### src/rtl/lts_pkg.sv
package lts_pkg;
  localparam int ADDR_W    = 12;
  localparam int NUM_TMR   = 2;
  localparam logic [ADDR_W-1:0] OFF_HI   = 12'h0E0;
  localparam logic [ADDR_W-1:0] OFF_LO   = 12'h0E4;
  localparam logic [ADDR_W-1:0] OFF_LD0  = 12'h100;
  localparam logic [ADDR_W-1:0] OFF_LD1  = 12'h110;
endpackage

### src/rtl/lts_down_counter.sv
module lts_down_counter #(
  parameter int W = 32
) (
  input  logic         clk,
  input  logic         rst,
  input  logic         step,
  input  logic [W-1:0] load_val,
  output logic [W-1:0] count,
  output logic         at_zero
);
  assign at_zero = (count == '0);

  always_ff @(posedge clk) begin
    if (rst) begin
      count <= '0;
    end else if (step) begin
      if (at_zero) count <= load_val;
      else         count <= count - W'(1);
    end
  end
endmodule

### src/rtl/lts_regs.sv
module lts_regs
  import lts_pkg::*;
#(
  parameter int DATA_W = 32
) (
  input  logic              clk,
  input  logic              rst,
  input  logic              wr_en,
  input  logic              rd_en,
  input  logic [ADDR_W-1:0] addr,
  input  logic [DATA_W-1:0] wdata,
  input  logic [DATA_W-1:0] cnt_lo,
  input  logic [DATA_W-1:0] cnt_hi,
  output logic [DATA_W-1:0] ld0,
  output logic [DATA_W-1:0] ld1,
  output logic [DATA_W-1:0] shadow,
  output logic [DATA_W-1:0] rdata
);
  logic [DATA_W-1:0] rd_mux;

  // load registers; the lifetime words are read-only
  always_ff @(posedge clk) begin
    if (rst) begin
      ld0 <= '0;
      ld1 <= '0;
    end else if (wr_en) begin
      if (addr == OFF_LD0) ld0 <= wdata;
      if (addr == OFF_LD1) ld1 <= wdata;
    end
  end

  // snapshot of the low counter, taken only by a high-word read
  always_ff @(posedge clk) begin
    if (rst)                          shadow <= '0;
    else if (rd_en && addr == OFF_HI) shadow <= cnt_lo;
  end

  always_comb begin
    case (addr)
      OFF_HI:  rd_mux = cnt_hi;
      OFF_LO:  rd_mux = shadow;
      OFF_LD0: rd_mux = ld0;
      OFF_LD1: rd_mux = ld1;
      default: rd_mux = '0;
    endcase
  end

  always_ff @(posedge clk) begin
    if (rst)        rdata <= '0;
    else if (rd_en) rdata <= rd_mux;
  end
endmodule

### src/rtl/lifetimer_snap.sv
module lifetimer_snap
  import lts_pkg::*;
#(
  parameter int DATA_W = 32
) (
  input  logic              clk,
  input  logic              rst,
  input  logic              en,
  input  logic              wr_en,
  input  logic              rd_en,
  input  logic [ADDR_W-1:0] addr,
  input  logic [DATA_W-1:0] wdata,
  output logic [DATA_W-1:0] rdata
);
  logic [NUM_TMR-1:0] step;
  logic [NUM_TMR-1:0] zero;
  logic [DATA_W-1:0]  cnt [NUM_TMR];
  logic [DATA_W-1:0]  ld  [NUM_TMR];
  logic [DATA_W-1:0]  cnt_lo, cnt_hi, shadow;

  // each stage steps when every stage below it is at zero and reloading
  for (genvar g = 0; g < NUM_TMR; g++) begin : g_tmr
    if (g == 0) begin : g_base
      assign step[g] = en;
    end else begin : g_chain
      assign step[g] = en & (&zero[g-1:0]);
    end
    lts_down_counter #(.W(DATA_W)) u_cnt (
      .clk      (clk),
      .rst      (rst),
      .step     (step[g]),
      .load_val (ld[g]),
      .count    (cnt[g]),
      .at_zero  (zero[g])
    );
  end

  assign cnt_lo = cnt[0];
  assign cnt_hi = cnt[1];

  lts_regs #(.DATA_W(DATA_W)) u_regs (
    .clk    (clk),
    .rst    (rst),
    .wr_en  (wr_en),
    .rd_en  (rd_en),
    .addr   (addr),
    .wdata  (wdata),
    .cnt_lo (cnt_lo),
    .cnt_hi (cnt_hi),
    .ld0    (ld[0]),
    .ld1    (ld[1]),
    .shadow (shadow),
    .rdata  (rdata)
  );
endmodule

### config.mk
export PLATFORM = sky130hd
export DESIGN_NAME = lifetimer_snap
export DESIGN_NICKNAME = d
export VERILOG_FILES = /design/src/rtl/lts_pkg.sv /design/src/rtl/lts_down_counter.sv /design/src/rtl/lts_regs.sv /design/src/rtl/lifetimer_snap.sv
export SDC_FILE = /design/constraint.sdc
export NUM_CORES = 1
export LEC_CHECK = 0
export ABC_CLOCK_PERIOD_IN_PS = 3750
export BUFFER_PORTS_ARGS = -buffer_cell sky130_fd_sc_hd__buf_2
export CAP_MARGIN = 20
export CORE_MARGIN = 2
export CORE_UTILIZATION = 40
export DETAILED_ROUTE_END_ITERATION = 8
export GPL_ROUTABILITY_DRIVEN = 1
export GPL_TIMING_DRIVEN = 0
export PLACE_DENSITY = 0.65
export SYNTH_ARGS = -nofsm -noshare
export SYNTH_HDL_FRONTEND = slang
export SYNTH_SLANG_ARGS = --single-unit
### constraint.sdc
create_clock -name clk -period 3.75 [get_ports clk]
set_input_delay 0.5625 -clock clk [delete_from_list [all_inputs] [get_ports clk]]
set_output_delay 0.5625 -clock clk [all_outputs]
set_load 0.02 [all_outputs]
; After elaboration in Yosys (flattened, before gate mapping)
; Index checks and enable logic that the tools add are counted.
[word_totals]
wordCells = 21
regBits = 192
out_inout_bits = 32
[op_classes]
muxes = 3
n_eq_ne = 4
add_sub_neg = 2
n_bitwise = 1
n_reduce_logical = 5
[ops]
columns = cell, n
row1 = case mux 32 bit (4 select lines), 1
row2 = logical NOT 32 bit, 2
row3 = 2-to-1 mux 32 bit, 2
row4 = subtractor 32 x 1 -> 32 bit (second input constant), 2
row5 = == test 12 x 8 -> 1 bit (second input constant), 2
row6 = == test 12 x 9 -> 1 bit (second input constant), 2
row7 = AND reduction 2 bit, 2
row8 = bitwise AND 1 bit, 1
row9 = logical AND 1 bit, 1

; Longest topological paths before layout
[logic_depth]
word_depth = 2
depth_mapped = 9

; By module
; A second synthesis with hierarchy kept.
[hier_totals]
hier_cells = 1209
hier_area_um2 = 10088.4
[modules_own_cells]
columns = mod, seq_area_each_um2, cells_per_inst, instances, area_per_inst_um2
row1 = lts_regs, 2562.5, 654, 1, 5690.5
row2 = lts_down_counter, 640.6, 277, 2, 2195.9
row3 = lifetimer_snap, 0.0, 1, 1, 6.3

; Worst setup path before layout
; Ideal clock, no wire load.
[synth_timing]
path_kind = register to register
startpoint = register g_tmr[0].u_cnt.count[0]
endpoint = register g_tmr[1].u_cnt.count[29]
path_buffers = 0
slack_ps = 1284
arrival_ps = 2396
period_less_slack_ps = 2466
setup_time_ps = 70
path_stages_with_launch = 9
path_cell_list = dfxtp_1 > inv_1 > ha_1 > or4b_2 > nor3_1 > nand3_2 > or3_1 > or3_1 > a21oi_1
[synth_between]
elab_chain_len = 2
[synth_lines]
columns = element, line
row1 = start: declaration, lts_down_counter.sv:8  ; output logic [W-1:0] count,
row2 = start signal: assignment, lts_down_counter.sv:17  ; if (at_zero) count <= load_val;
row3 = start signal: assignment, lts_down_counter.sv:18  ; else count <= count - W'(1);
row4 = logical NOT 32 bit, lts_down_counter.sv:11  ; assign at_zero = (count == '0);
row5 = bitwise AND 1 bit, lifetimer_snap.sv:26  ; assign step[g] = en & (&zero[g-1:0]);
row6 = end signal: assignment, lts_down_counter.sv:17
row7 = end signal: assignment, lts_down_counter.sv:18
row8 = end: declaration, lts_down_counter.sv:8
; Every way passes these cells.
; A chain may end at the register's enable or synchronous reset.

; Worst setup path after layout
[layout_timing]
startpoint = register g_tmr[1].u_cnt.count[8]
endpoint = register g_tmr[1].u_cnt.count[14]
[layout_between]
elab_chain_len = 2
elab_cells_between_ends = 3
[layout_lines]
columns = element, line
row1 = subtractor 32 x 1 -> 32 bit or logical NOT 32 bit (tied branches), "lts_down_counter.sv:18, lts_down_counter.sv:11"
row2 = 2-to-1 mux 32 bit *, lts_down_counter.sv:17
; Mark *: on every way between the ends. The rest lies on a longest branch, timed or not.

==> reports/qor.txt <==
Setup_tns: 0 ns
CP Capture Type: register
Min-delay src: wdata[4]
End of the worst register-to-register path: g_tmr[1].u_cnt.count[14]$_SDFFE_PP0P_
Status: finished, final reports clean
Worst hold path depth: 3
Mapped Cells: 1,165
Number of global-route vias before repair: 8,713
I/O pins: 81
Area Growth Syn to Fin: 15.7%
Die height: 155 µm
# diodes: 0
WS Path Type: reg2reg
Fmax: 296 MHz
Root Driver: clkbuf_16
Max_slew headroom: 0.287
Register area: 3840 µm²
Die width: 155 µm
Initial core utilization: 0.404
Worst R2R Path Depth: 8
Core Rows: 55
Cell variety after synth: 59
Crit path cell chain: clkbuf_1, nor4_1, nand3_1, nor3_2, clkbuf_1, o21ai_0, nand3_1, o21ai_0
Syn_area_per_cell: 7.79 µm²
Crit path max-delay cell type: nor4_1
RSZ-0062 raised after global routing: false
Final Hold Fails: 0
Aggregate routed wire length: 32,200 µm
DRC violations left: 0
Ys async rst share: 0
CTS tree: built
Routability cong.: 0.950
# hold bufs at CTS: 0
Core area: 22,400 µm²
DR vias/cell: 6.00
Drt first pass iters: 8
Final #Nets: 1,318
Seq/Total Area, Yosys: 0.424
CP Data Required Time: 4.06 ns
Maxcap violations: 0
Remaining antenna violation count: 0
CTS clk-pin slew, worst paths: 0.07 ns
Synthesis-stage register bit count: 192
Ys Warns: 0
Setup repair bufs after CTS: 0
Worst Setup Start Kind: register
Post-CTS resize count: 0
Via count: 9,371
Global-route wire length before repair: 49,400 µm
Initial antenna violation count: 0
Total CTS buffers: 17
Clk_lat worst skew: 0.44 ns
Clock skew: 0.0108 ns
Final period utilization: 0.902
Fillcell total: 2,273
Max incr delay on CP: 0.95 ns
# port buffers: 79
Layout cells sized above 1: 0.112
CP Max Fanout: 10
DR WL/cell: 20.6 µm
CTS max path bufs: 2
Post-synth EDFFs: 0
1st-iter DRT viols: 831
Footprint of the multi-input gates: 4820 µm²
Sink Count: 192
Largest net degree at the start of global routing: 17
Hold worst-path end: u_regs.ld0[4]$_SDFFE_PP0P_
Measured slew at the worst slew-check pin: 1.06 ns
Register-to-register setup slack: 0.37 ns
Worst reg2reg path startpoint: g_tmr[1].u_cnt.count[8]$_SDFFE_PP0P_
# setup viols final: 0
Critical path arrival: 3.70 ns
Tot GR Track Use: 0.267
Max Slew Vio Count: 0
H-tree depth: 4
Total gr overflow: 0
Mapped Nets: 1,218
Hold/Removal Path Class: in2reg
Final Critical Period: 3.38 ns
Detailed Place HPWL: 24,800 µm
Full die area: 23,900 µm²
Synthesized area: 9070 µm²
Prevailing post-synth register cell: dfxtp_1
-- worst max path at each step --
stage	cells past startpoint	to	from	slack, ns
2_1_floorplan	8	g_tmr[1].u_cnt.count[29]$_SDFFE_PP0P_	g_tmr[0].u_cnt.count[0]$_SDFFE_PP0P_	1.28
3_3_place_gp	8	g_tmr[1].u_cnt.count[14]$_SDFFE_PP0P_	g_tmr[1].u_cnt.count[4]$_SDFFE_PP0P_	0.36
3_5_place_dp	8	g_tmr[1].u_cnt.count[5]$_SDFFE_PP0P_	g_tmr[1].u_cnt.count[4]$_SDFFE_PP0P_	0.38
4_1_cts	8	g_tmr[1].u_cnt.count[14]$_SDFFE_PP0P_	g_tmr[1].u_cnt.count[4]$_SDFFE_PP0P_	0.35
5_1_grt	8	g_tmr[1].u_cnt.count[24]$_SDFFE_PP0P_	g_tmr[1].u_cnt.count[8]$_SDFFE_PP0P_	0.05
6_report	8	g_tmr[1].u_cnt.count[14]$_SDFFE_PP0P_	g_tmr[1].u_cnt.count[8]$_SDFFE_PP0P_	0.37
-- registers in the layout, summed over array words and instances, names as in the netlist --
register / cells
u_regs.ld0: 32
g_tmr.u_cnt.count: 64
u_regs.shadow: 32
u_regs.ld1: 32
u_regs.rdata: 32
-- cells in the mapped netlist, types with 11 or more instances --
library cell | n | share of area
nand2_1 | 223 | 0.092
dfxtp_1 | 192 | 0.42
a21oi_1 | 130 | 0.072
o21ai_0 | 81 | 0.045
nor2_1 | 79 | 0.033
clkbuf_1 | 77 | 0.032
nor3_1 | 45 | 0.025
nand3_1 | 42 | 0.023
nor4_1 | 36 | 0.025
a221oi_1 | 33 | 0.032
a22o_1 | 32 | 0.031
mux2i_1 | 25 | 0.028
inv_1 | 23 | 0.0095
or3_1 | 12 | 0.0083
o32ai_1 | 11 | 0.011
-- critical path, delay by kind of cell, from the launching register on --
kind	cells	cell delay, ns
buffers and inverters	2	0.65
AND/OR/NAND/NOR	4	2.03
AO/OA/AOI/OAI	2	0.26
flip-flops	1	0.30
-- kinds of logic (layout without fill, tap and decap cells) --
logic type / after synthesis / count (layout) / share of synthesized area
simple gates: 483 / 483 / 0.248
compound gates: 341 / 341 / 0.235
flops: 192 / 192 / 0.424
buf+inv: 107 / 220 / 0.0454
mux: 34 / 34 / 0.0387
fa+ha+maj: 4 / 4 / 0.00552
xor+xnor: 4 / 4 / 0.00386
-- cell usage in the layout (no fill, tap or decap), types with 33 or more instances in the layout --
master,n
a21oi_1,130
a221oi_1,33
buf_2,84
clkbuf_1,77
dfxtp_1,192
nand2_1,223
nand3_1,42
nor2_1,79
nor3_1,45
nor4_1,36
o21ai_0,81
-- cell type report --
cell class              instances  area share
plain buffers                  84      0.0310
flip-flops and latches        192       0.366
repair buffers                 81      0.0391
multi-input cells             866       0.459
clock buffers                  19      0.0431
clock inverters                13      0.0197
well taps                     285      0.0340
inverters                      23     0.00822
-- layer usage --
metal / track usage / wire (µm)
met4: 0.0966 / 1040
met2: 0.434 / 14900
met5: 0 / 0
met3: 0.0507 / 2400
met1: 0.356 / 13900
-- through the flow --
stage                     hold WS [ns]  utilization  cells  setup WS [ns]  area [µm²]
after floorplan                  0.435            -   1165           1.28        9070
final                            0.377        0.468   1563          0.367       10500
after global routing             0.390        0.468   1563         0.0505       10500
after global placement           0.429        0.438   1529          0.361        9830
after CTS                        0.372        0.468   1562          0.345       10500
after detailed placement         0.438        0.438   1530          0.381        9840
Power is not shown: default switching activity piles up to over one toggle a cycle in this logic, so the estimate is an artifact.
